--- config.mk ---
export PLATFORM = sky130hd
export DESIGN_NAME = mbox_dual
export DESIGN_NICKNAME = d
export VERILOG_FILES = /design/src/rtl/mbox_dual.sv
export SDC_FILE = /design/constraint.sdc
export NUM_CORES = 2
export LEC_CHECK = 0
export ABC_AREA = 0
export BUFFER_PORTS_ARGS = -buffer_cell sky130_fd_sc_hd__buf_2
export CELL_PAD_IN_SITES_DETAIL_PLACEMENT = 1
export CELL_PAD_IN_SITES_GLOBAL_PLACEMENT = 1
export CORE_UTILIZATION = 45
export CTS_CLUSTER_SIZE = 20
export DETAILED_ROUTE_END_ITERATION = 10
export GPL_ROUTABILITY_DRIVEN = 0
export PLACE_DENSITY = 0.75
export RECOVER_POWER = 100
export SYNTH_ARGS = -nofsm -noshare
export SYNTH_HDL_FRONTEND = slang
export SYNTH_SLANG_ARGS = --single-unit
--- constraint.sdc ---
create_clock -name clk -period 4.2 [get_ports clk]
set_clock_uncertainty 0.15 [all_clocks]
set_input_delay 0.42 -clock clk [delete_from_list [all_inputs] [get_ports clk]]
set_output_delay 0.42 -clock clk [all_outputs]
set_load 0.02 [all_outputs]
--- src/rtl/mbox_dual.sv ---
module mbox_dual #(
  parameter int DW    = 32,
  parameter int DEPTH = 4,
  parameter int AW    = 10
) (
  input  logic          clk,
  input  logic          rst,
  input  logic          a_sel,
  input  logic          a_wr,
  input  logic [AW-1:0] a_addr,
  input  logic [DW-1:0] a_wdata,
  output logic [DW-1:0] a_rdata,
  output logic          irq_a,
  input  logic          b_sel,
  input  logic          b_wr,
  input  logic [AW-1:0] b_addr,
  input  logic [DW-1:0] b_wdata,
  output logic [DW-1:0] b_rdata,
  output logic          irq_b
);
  localparam int NCH = 8;
  localparam int IW  = 2 * NCH;
  localparam int CW  = $clog2(DEPTH + 1);
  localparam int PW  = (DEPTH > 1) ? $clog2(DEPTH) : 1;

  logic [NCH-1:0] dir_rx, dir_tx, snd_a, snd_b, full, empty, push, pop;
  logic [NCH-1:0][CW-1:0] cnt;
  logic [IW-1:0] en_a, en_b, st_a, st_b, set_a, set_b, clr_a, clr_b;
  logic [DW-1:0] head [NCH];

  assign snd_a = dir_tx;
  assign snd_b = dir_rx & ~dir_tx;

  wire a_w = a_sel & a_wr;
  wire a_r = a_sel & ~a_wr;
  wire b_w = b_sel & b_wr;
  wire b_r = b_sel & ~b_wr;

  wire a_dat = (a_addr[AW-1:8] == 'd1) && (a_addr[7:6] == 2'd2) && !a_addr[5] && (a_addr[1:0] == 2'd0);
  wire b_dat = (b_addr[AW-1:8] == 'd1) && (b_addr[7:6] == 2'd2) && !b_addr[5] && (b_addr[1:0] == 2'd0);
  wire a_stw = a_w && (a_addr == AW'('h70));
  wire b_stw = b_w && (b_addr == AW'('h70));

  for (genvar n = 0; n < NCH; n++) begin : g_ch
    logic [DW-1:0] mem [DEPTH];
    logic [PW-1:0] wp, rp;
    logic [CW-1:0] c;
    wire a_hit = a_dat && (a_addr[4:2] == 3'(n));
    wire b_hit = b_dat && (b_addr[4:2] == 3'(n));
    wire [DW-1:0] wd = snd_a[n] ? a_wdata : b_wdata;

    assign cnt[n]   = c;
    assign full[n]  = (c == CW'(DEPTH));
    assign empty[n] = (c == '0);
    assign push[n]  = !full[n] && ((a_w && a_hit && snd_a[n]) || (b_w && b_hit && snd_b[n]));
    assign pop[n]   = !empty[n] && ((a_r && a_hit && snd_b[n]) || (b_r && b_hit && snd_a[n]));
    assign head[n]  = mem[rp];

    assign set_a[2*n]   = push[n] & snd_b[n];
    assign set_a[2*n+1] = snd_a[n] & ~full[n];
    assign set_b[2*n]   = push[n] & snd_a[n];
    assign set_b[2*n+1] = snd_b[n] & ~full[n];
    assign clr_a[2*n]   = a_stw & a_wdata[2*n] & empty[n];
    assign clr_a[2*n+1] = a_stw & a_wdata[2*n+1];
    assign clr_b[2*n]   = b_stw & b_wdata[2*n] & empty[n];
    assign clr_b[2*n+1] = b_stw & b_wdata[2*n+1];

    always_ff @(posedge clk)
      if (push[n]) mem[wp] <= wd;

    always_ff @(posedge clk) begin
      if (rst) begin
        wp <= '0;
        rp <= '0;
        c  <= '0;
      end else begin
        if (push[n]) wp <= (wp == PW'(DEPTH - 1)) ? '0 : wp + 1'b1;
        if (pop[n])  rp <= (rp == PW'(DEPTH - 1)) ? '0 : rp + 1'b1;
        c <= c + CW'(push[n]) - CW'(pop[n]);
      end
    end
  end

  always_ff @(posedge clk) begin
    if (rst) begin
      dir_rx <= '0;
      dir_tx <= '0;
      en_a   <= '0;
      en_b   <= '0;
      st_a   <= '0;
      st_b   <= '0;
    end else begin
      for (int w = 0; w < NCH / 4; w++) begin
        if (a_w && a_addr == AW'(4 * w)) begin
          for (int k = 0; k < 4; k++) begin
            dir_rx[4*w+k] <= a_wdata[8*k];
            dir_tx[4*w+k] <= a_wdata[8*k+4];
          end
        end else if (b_w && b_addr == AW'(4 * w)) begin
          for (int k = 0; k < 4; k++) begin
            dir_rx[4*w+k] <= b_wdata[8*k];
            dir_tx[4*w+k] <= b_wdata[8*k+4];
          end
        end
      end
      if (a_w && a_addr == AW'('h60)) en_a <= a_wdata[IW-1:0];
      if (b_w && b_addr == AW'('h60)) en_b <= b_wdata[IW-1:0];
      st_a <= (st_a & ~clr_a) | set_a;
      st_b <= (st_b & ~clr_b) | set_b;
    end
  end

  function automatic logic [DW-1:0] rd_word(input logic [AW-1:0] ad, input logic [IW-1:0] eo,
                                            input logic [IW-1:0] so, input logic [IW-1:0] ep,
                                            input logic [IW-1:0] sp, input logic [NCH-1:0] rcv);
    logic [DW-1:0] v;
    logic [2:0] ch;
    v  = '0;
    ch = ad[4:2];
    if (ad[AW-1:8] == '0) begin
      case (ad[7:0])
        8'h00, 8'h04:
          for (int k = 0; k < 4; k++) begin
            v[8*k]   = dir_rx[4*ad[2]+k];
            v[8*k+4] = dir_tx[4*ad[2]+k];
          end
        8'h40: v[IW-1:0] = ep;
        8'h50: v[IW-1:0] = sp;
        8'h60: v[IW-1:0] = eo;
        8'h70: v[IW-1:0] = so;
        default: v = '0;
      endcase
    end else if (ad[AW-1:8] == 'd1 && !ad[5] && ad[1:0] == 2'd0) begin
      case (ad[7:6])
        2'd0: v[0] = full[ch];
        2'd1: v[CW-1:0] = cnt[ch];
        2'd2: if (rcv[ch] && !empty[ch]) v = head[ch];
        default: v = '0;
      endcase
    end
    return v;
  endfunction

  always_ff @(posedge clk) begin
    if (rst) begin
      a_rdata <= '0;
      b_rdata <= '0;
    end else begin
      if (a_r) a_rdata <= rd_word(a_addr, en_a, st_a, en_b, st_b, snd_b);
      if (b_r) b_rdata <= rd_word(b_addr, en_b, st_b, en_a, st_a, snd_a);
    end
  end

  assign irq_a = |(en_a & st_a);
  assign irq_b = |(en_b & st_b);
endmodule

# Word-level counts from Yosys, hierarchy flattened

Memories as Yosys holds them, arrays and structs flattened. A register that Yosys moved wholly into a read port is not among the register bits.
Index checks and enable logic that the tools add are counted.

Output and inout bits: 66
Bits in registers: 200
Word-level logic and storage cells: 590
Memories kept: 8
RAM bits: 1024
Input port bits: 90

Reductions and logical operators: 178
Equal/unequal tests: 60
$add $sub $neg: 38
$lt $le $gt $ge: 12
Bitwise operators: 106
Multiplexer cells: 154

Memory list:

| name        | words | bits a word | read ports | clocked after Yosys merged registers in | write ports | line | source |
|---|---|---|---|---|---|---|---|
| g_ch[0].mem | 4     | 32          | 1          | 1                                       | 1           | 45   | `logic [DW-1:0] mem [DEPTH];` |
| g_ch[1].mem | 4     | 32          | 1          | 1                                       | 1           | 45   |  |
| g_ch[2].mem | 4     | 32          | 1          | 1                                       | 1           | 45   |  |
| g_ch[3].mem | 4     | 32          | 1          | 1                                       | 1           | 45   |  |
| g_ch[4].mem | 4     | 32          | 1          | 1                                       | 1           | 45   |  |
| g_ch[5].mem | 4     | 32          | 1          | 1                                       | 1           | 45   |  |
| +2 memories | -     | -           | -          | -                                       | -           | -    |  |

Operator list:

| cell                                                  | number |
|---|---|
| two-way mux 32 bit                                    | 18 |
| binary-select mux 32 bit (select 3 bit)               | 2 |
| logical AND 1 bit                                     | 116 |
| one-hot mux 3 bit (4 select lines)                    | 8 |
| bitwise AND 1 bit                                     | 84 |
| bitwise AND 16 bit                                    | 4 |
| equality test 8 x 7 -> 1 bit (second input constant)  | 8 |
| two-way mux 2 bit                                     | 32 |
| two-way mux 29 bit                                    | 2 |
| binary-select mux 1 bit (select 3 bit)                | 18 |
| two-way mux 1 bit                                     | 50 |
| equality test 3 bit (second input constant)           | 16 |
| equality test 10 x 7 -> 1 bit (second input constant) | 4 |
| one-hot mux 1 bit (5 select lines)                    | 8 |
| equality test 2 bit (second input constant)           | 18 |
| adder 2 x 1 -> 2 bit (second input constant)          | 16 |
| two-way mux 4 bit                                     | 8 |
| inverter 16 bit                                       | 2 |
| bitwise OR 16 bit                                     | 2 |
| OR reduction 16 bit                                   | 2 |
| zero test 3 bit                                       | 10 |
| adder 3 x 1 -> 3 bit                                  | 8 |
| less-than comparator 4 bit (second input constant)    | 6 |
| subtractor 3 x 1 -> 3 bit                             | 8 |
| 24 further kinds                                      | 98 |

# Depth between registers and ports, before layout

Depth in word-level cells: 11
Gate-level depth with buffers: 15
Gate-level depth less buffers: 15

# Worst setup path before layout

No wires, ideal clock.

Path kind: input -> register
From: input port a_addr[6]
To: memory g_ch[1].mem[0][0], enable pin
Required time: 3.625 ns
Arrival time: 3.211 ns
Stages on the path: 8
Slack: 0.414 ns
Buffers on the path: 1
Setup time: 0.425 ns
Path through: inv_1 > ha_1 > nand4bb_4 > nor4_1 > nand4_1 > nor2b_1 > clkbuf_1 > nor2b_1

Word-level cells in the longest chain between the ends: 11

RTL lines:

| item                                    | line | source |
|---|---|---|
| start: declaration                      | 10   | `input logic [AW-1:0] a_addr,` |
| equality test 2 bit                     | 39   | `wire a_dat = (a_addr[AW-1:8] == 'd1) && (a_addr[7:6] == 2'd2) && !a_addr[5] && (a_addr[1:0] == 2'd0);` |
| logical AND 1 bit (3 in series)         | 39   |  |
| logical AND 1 bit                       | 48   | `wire a_hit = a_dat && (a_addr[4:2] == 3'(n));` |
| logical AND 1 bit (2 in series)         | 55   | `assign push[n] = !full[n] && ((a_w && a_hit && snd_a[n]) \|\| (b_w && b_hit && snd_b[n]));` |
| logical OR 1 bit                        | 55   |  |
| logical AND 1 bit                       | 55   |  |
| two-way mux 1 bit                       | 69   | `if (push[n]) mem[wp] <= wd;` |
| two-way mux 1 bit (implied by the code) | 69   |  |
| end: declaration                        | 45   |  |

No other way between the ends.

# Final worst setup path

From: input port a_addr[3]
To: memory g_ch[4].mem[1][24], enable pin

Word-level cells in the longest chain between the ends: 8

RTL lines:

| item                                    | line | source |
|---|---|---|
| equality test 3 bit                     | 48   |  |
| logical AND 1 bit                       | 48   |  |
| logical AND 1 bit (2 in series)         | 55   |  |
| logical OR 1 bit                        | 55   |  |
| logical AND 1 bit                       | 55   |  |
| via push[4]                             | 26   | `logic [NCH-1:0] dir_rx, dir_tx, snd_a, snd_b, full, empty, push, pop;` |
| two-way mux 1 bit                       | 69   |  |
| two-way mux 1 bit (implied by the code) | 69   |  |
| end: declaration                        | 45   |  |

The timed path passes the listed nets, and every way through them passes these cells.

==> out/results.tsv <==
metric	value	unit
DP HPWL	153800	um
initial antenna violation count	36	
vias	39860	
I/O Buffers	155	
min Tclk post-route	4162	ps
Detail Route Antenna Nets	0	
Worst Setup Path Type	in2reg	
gr ovfl total	0	
Seq/Total Area, Yosys	0.6262	
Yosys reg bits	1240	
share of the synthesized area in the top cell type	0.5490	
critical path, cell by cell	buf_2, clkbuf_1, nor2_1, clkbuf_1, nand4_1, nand2_1, buf_4, and2_2, clkbuf_2	
FMAX	0.2403	GHz
CP max FO	18	
initial DRC count	5747	
Unique masters post-synth	81	
number of synthesized flops with an enable pin	1024	
post-cts resize count	0	
fin. max-slew vios	203	
crit end category	flip-flop	
failing checks	capacitance limit, slew limit	
WL final	226300	um
CTS Buffer Depth	3	
Inst Count DP	5391	
top cells by area, synth	edfxtp_1, mux4_2, dfxtp_1	
WP buf/inv	5	
all-layer global routing usage	0.3575	
nets	4077	
CTS root buffer	clkbuf_16	
Core Box Area	0.1236	mm^2
vias per cell	7.012	
cts bufs inserted	136	
largest net degree at the start of global routing	62	
vias in the first global route	39900	
die area	0.1259	mm^2
WP data arrival	4380	ps
Post-CTS Hold Buffers	23	
Area Growth Syn to Fin	14.18	%
Synth Flop Type	edfxtp_1	
worst stage delay on the critical path	1070	ps
Syn Nets	3834	
Largest delay share family, worst path	buffers and inverters	
TNS Setup	0	ps
Chip Height	354.8	um
Avg Inst Size Synth	15.25	um^2
IO Pins	156	
mapped cell area	0.05601	mm^2
Tcrit/Tclk final	0.9909	
Critical Path Source Type	input pin	
status	finished, violations left	
post-CTS setup buffer count	0	
maximum vdd ir drop	288.3	uV
HP Class	in2reg	
cell taking the most area after synthesis	edfxtp_1	
DRC violations left	0	
Die W	354.8	um
Gate Count Post-Synth	3672	
TritonCTS clock tree	yes	
FP Rows	129	
DR pass1 iterations	8	
Clock Sinks	1240	
layout cells sized above 1	0.2050	
CP Data Required Time	4420	ps
Layout Cells excl Fill	5684	
Max Cap Viol	6	
yosys warns	0	
Cell Pwr Density	416.5	mW/mm^2
Final setup viols	0	
CP most frequent cell	clkbuf_1	
Async S/R FF share, synth	0	
Worst-Skew Late Latency	780	ps
Initial Util	0.4530	
slew at the pin closest to its max-slew limit	2265	ps
wire length of the first global-routing pass	311600	um
Wirelength per Cell	39.81	um
RSZ-0062 raised after global routing	no	
relative slew slack	-0.5101	
H-tree depth	4	
Final Hold Fails	0	
Pleak	20.74	nW
CTS clk-pin slew, worst paths	50	ps
Crit-path slowest cell	clkbuf_1	
==> report_power, final <==
group | leakage (nW) | internal (mW) | total (mW) | switching, mW
registers | 11.0 | 13.3 | 13.3 | 0.0128
clock network | 2.15 | 6.91 | 12.1 | 5.16
logic | 7.64 | 0.308 | 1.25 | 0.946
total | 20.7 | 20.5 | 26.6 | 6.12
==> path summary, 6_finish.rpt <==
path	from	end	slack, ps	cells after the start
setup reg to reg	dir_tx[3]	a_rdata[29]	270	7
hold / removal	a_wdata[1]	en_a[1]	50	3
setup / recovery	a_addr[3]	g_ch[4].mem[1][24]	40	9
hold reg to reg	b_rdata[19]	b_rdata[19]	310	2
==> metrics by stage <==
step	power, mW	hold slack, ps	worst slack [ps]	utilization	instance area, um^2
floorplan	14.15	306.3	413.9	-	56010
global placement	14.73	287.8	271.1	0.4827	59670
detailed placement	14.76	293.3	281.1	0.4827	59670
CTS	26.63	0.4570	657.3	0.5203	64330
global route	27.10	42.09	276.7	0.5170	63910
finish	26.63	45.18	38.32	0.5172	63950
==> area by class of cell <==
class	instances	area, um^2
well taps	1637	2048
repair buffers	375	2520
clock buffers	180	3720
multi-input cells	2093	19540
clock inverters	68	708.2
inverters	69	259.0
diodes	22	55.05
flip-flops and latches	1240	35100
fillers	11920	59690
==> tightest hold or removal path, cell delays in order <==
cell and delay (ps):
buf_2 240, mux2i_1 190, nor2_1 50
==> flip-flops by register name, indices dropped and copies added, names as in the netlist, 16 cells and up, named ones only <==
name and cells:
st_b 16, g_ch.c 24, en_a 16, en_b 16
st_a 16, a_rdata 32, g_ch.rp 16, g_ch.wp 16
g_ch.mem 1024, b_rdata 32
==> cells by family after synthesis <==
group / Yosys count / synth area share
DFF: 1240 / 0.6262
muxes: 753 / 0.1968
and+or+nand+nor: 678 / 0.06061
AOI/OAI and AO/OA: 574 / 0.07129
buffers and inverters: 339 / 0.02542
adders and majority gates: 72 / 0.01716
xor gates and xnor gates: 16 / 0.002502
==> synthesized netlist by cell type (all sizes together), types with 13 or more instances <==
master     n
o21ai     56
clkbuf   143
a32oi     16
inv       65
dfxtp    216
mux2i    208
and2      39
a211oi    30
nand3     76
a221oi    50
o22ai     55
o221ai    20
nor2b     37
nand2    183
nor3      35
or3       18
nand4     35
a21oi    126
nor2     163
ha        64
a22o      17
nand2b    16
buf      126
a31oi     13
edfxtp  1024
nor4      18
a22oi    115
mux4     249
mux2     296
==> routing by layer <==
layer	up-vias	part of all wire	GRT usage
met1	20530	0.36	0.4544
met4	14	0.070	0.2101
li1	15150	-	-
met3	898	0.13	0.1128
met2	3271	0.44	0.5389
met5	-	0.00044	0
==> cells in the final DEF, fill, tap and decap left out, types with 20 or more instances in the layout <==
| master | Yosys | routed |
|---|---|---|
| diode_2 | 0 | 22 |
| nand3_1 | 76 | 76 |
| o221ai_1 | 20 | 20 |
| nor2b_1 | 37 | 30 |
| edfxtp_1 | 1024 | 1024 |
| clkbuf_1 | 140 | 123 |
| a211oi_1 | 30 | 30 |
| a21oi_1 | 125 | 126 |
| nor3_1 | 34 | 32 |
| mux2_2 | 296 | 41 |
| nand4_1 | 35 | 35 |
| inv_1 | 63 | 63 |
| clkbuf_16 | 0 | 137 |
| nor2_1 | 163 | 161 |
| dfxtp_1 | 216 | 200 |
| buf_2 | 61 | 85 |
| a221oi_1 | 50 | 50 |
| a22oi_1 | 115 | 115 |
| and2_2 | 0 | 22 |
| ha_1 | 64 | 64 |
| buf_4 | 7 | 118 |
| clkbuf_2 | 1 | 28 |
| o21ai_0 | 56 | 56 |
| nand2_1 | 183 | 183 |
| mux4_2 | 249 | 249 |
| clkinv_1 | 4 | 25 |
| mux2i_1 | 208 | 208 |
| dlygate4sd3_1 | 0 | 23 |
| mux2_1 | 0 | 255 |
| o22ai_1 | 55 | 55 |
| buf_12 | 0 | 22 |
No activity file was read; power rests on OpenSTA's default activity.
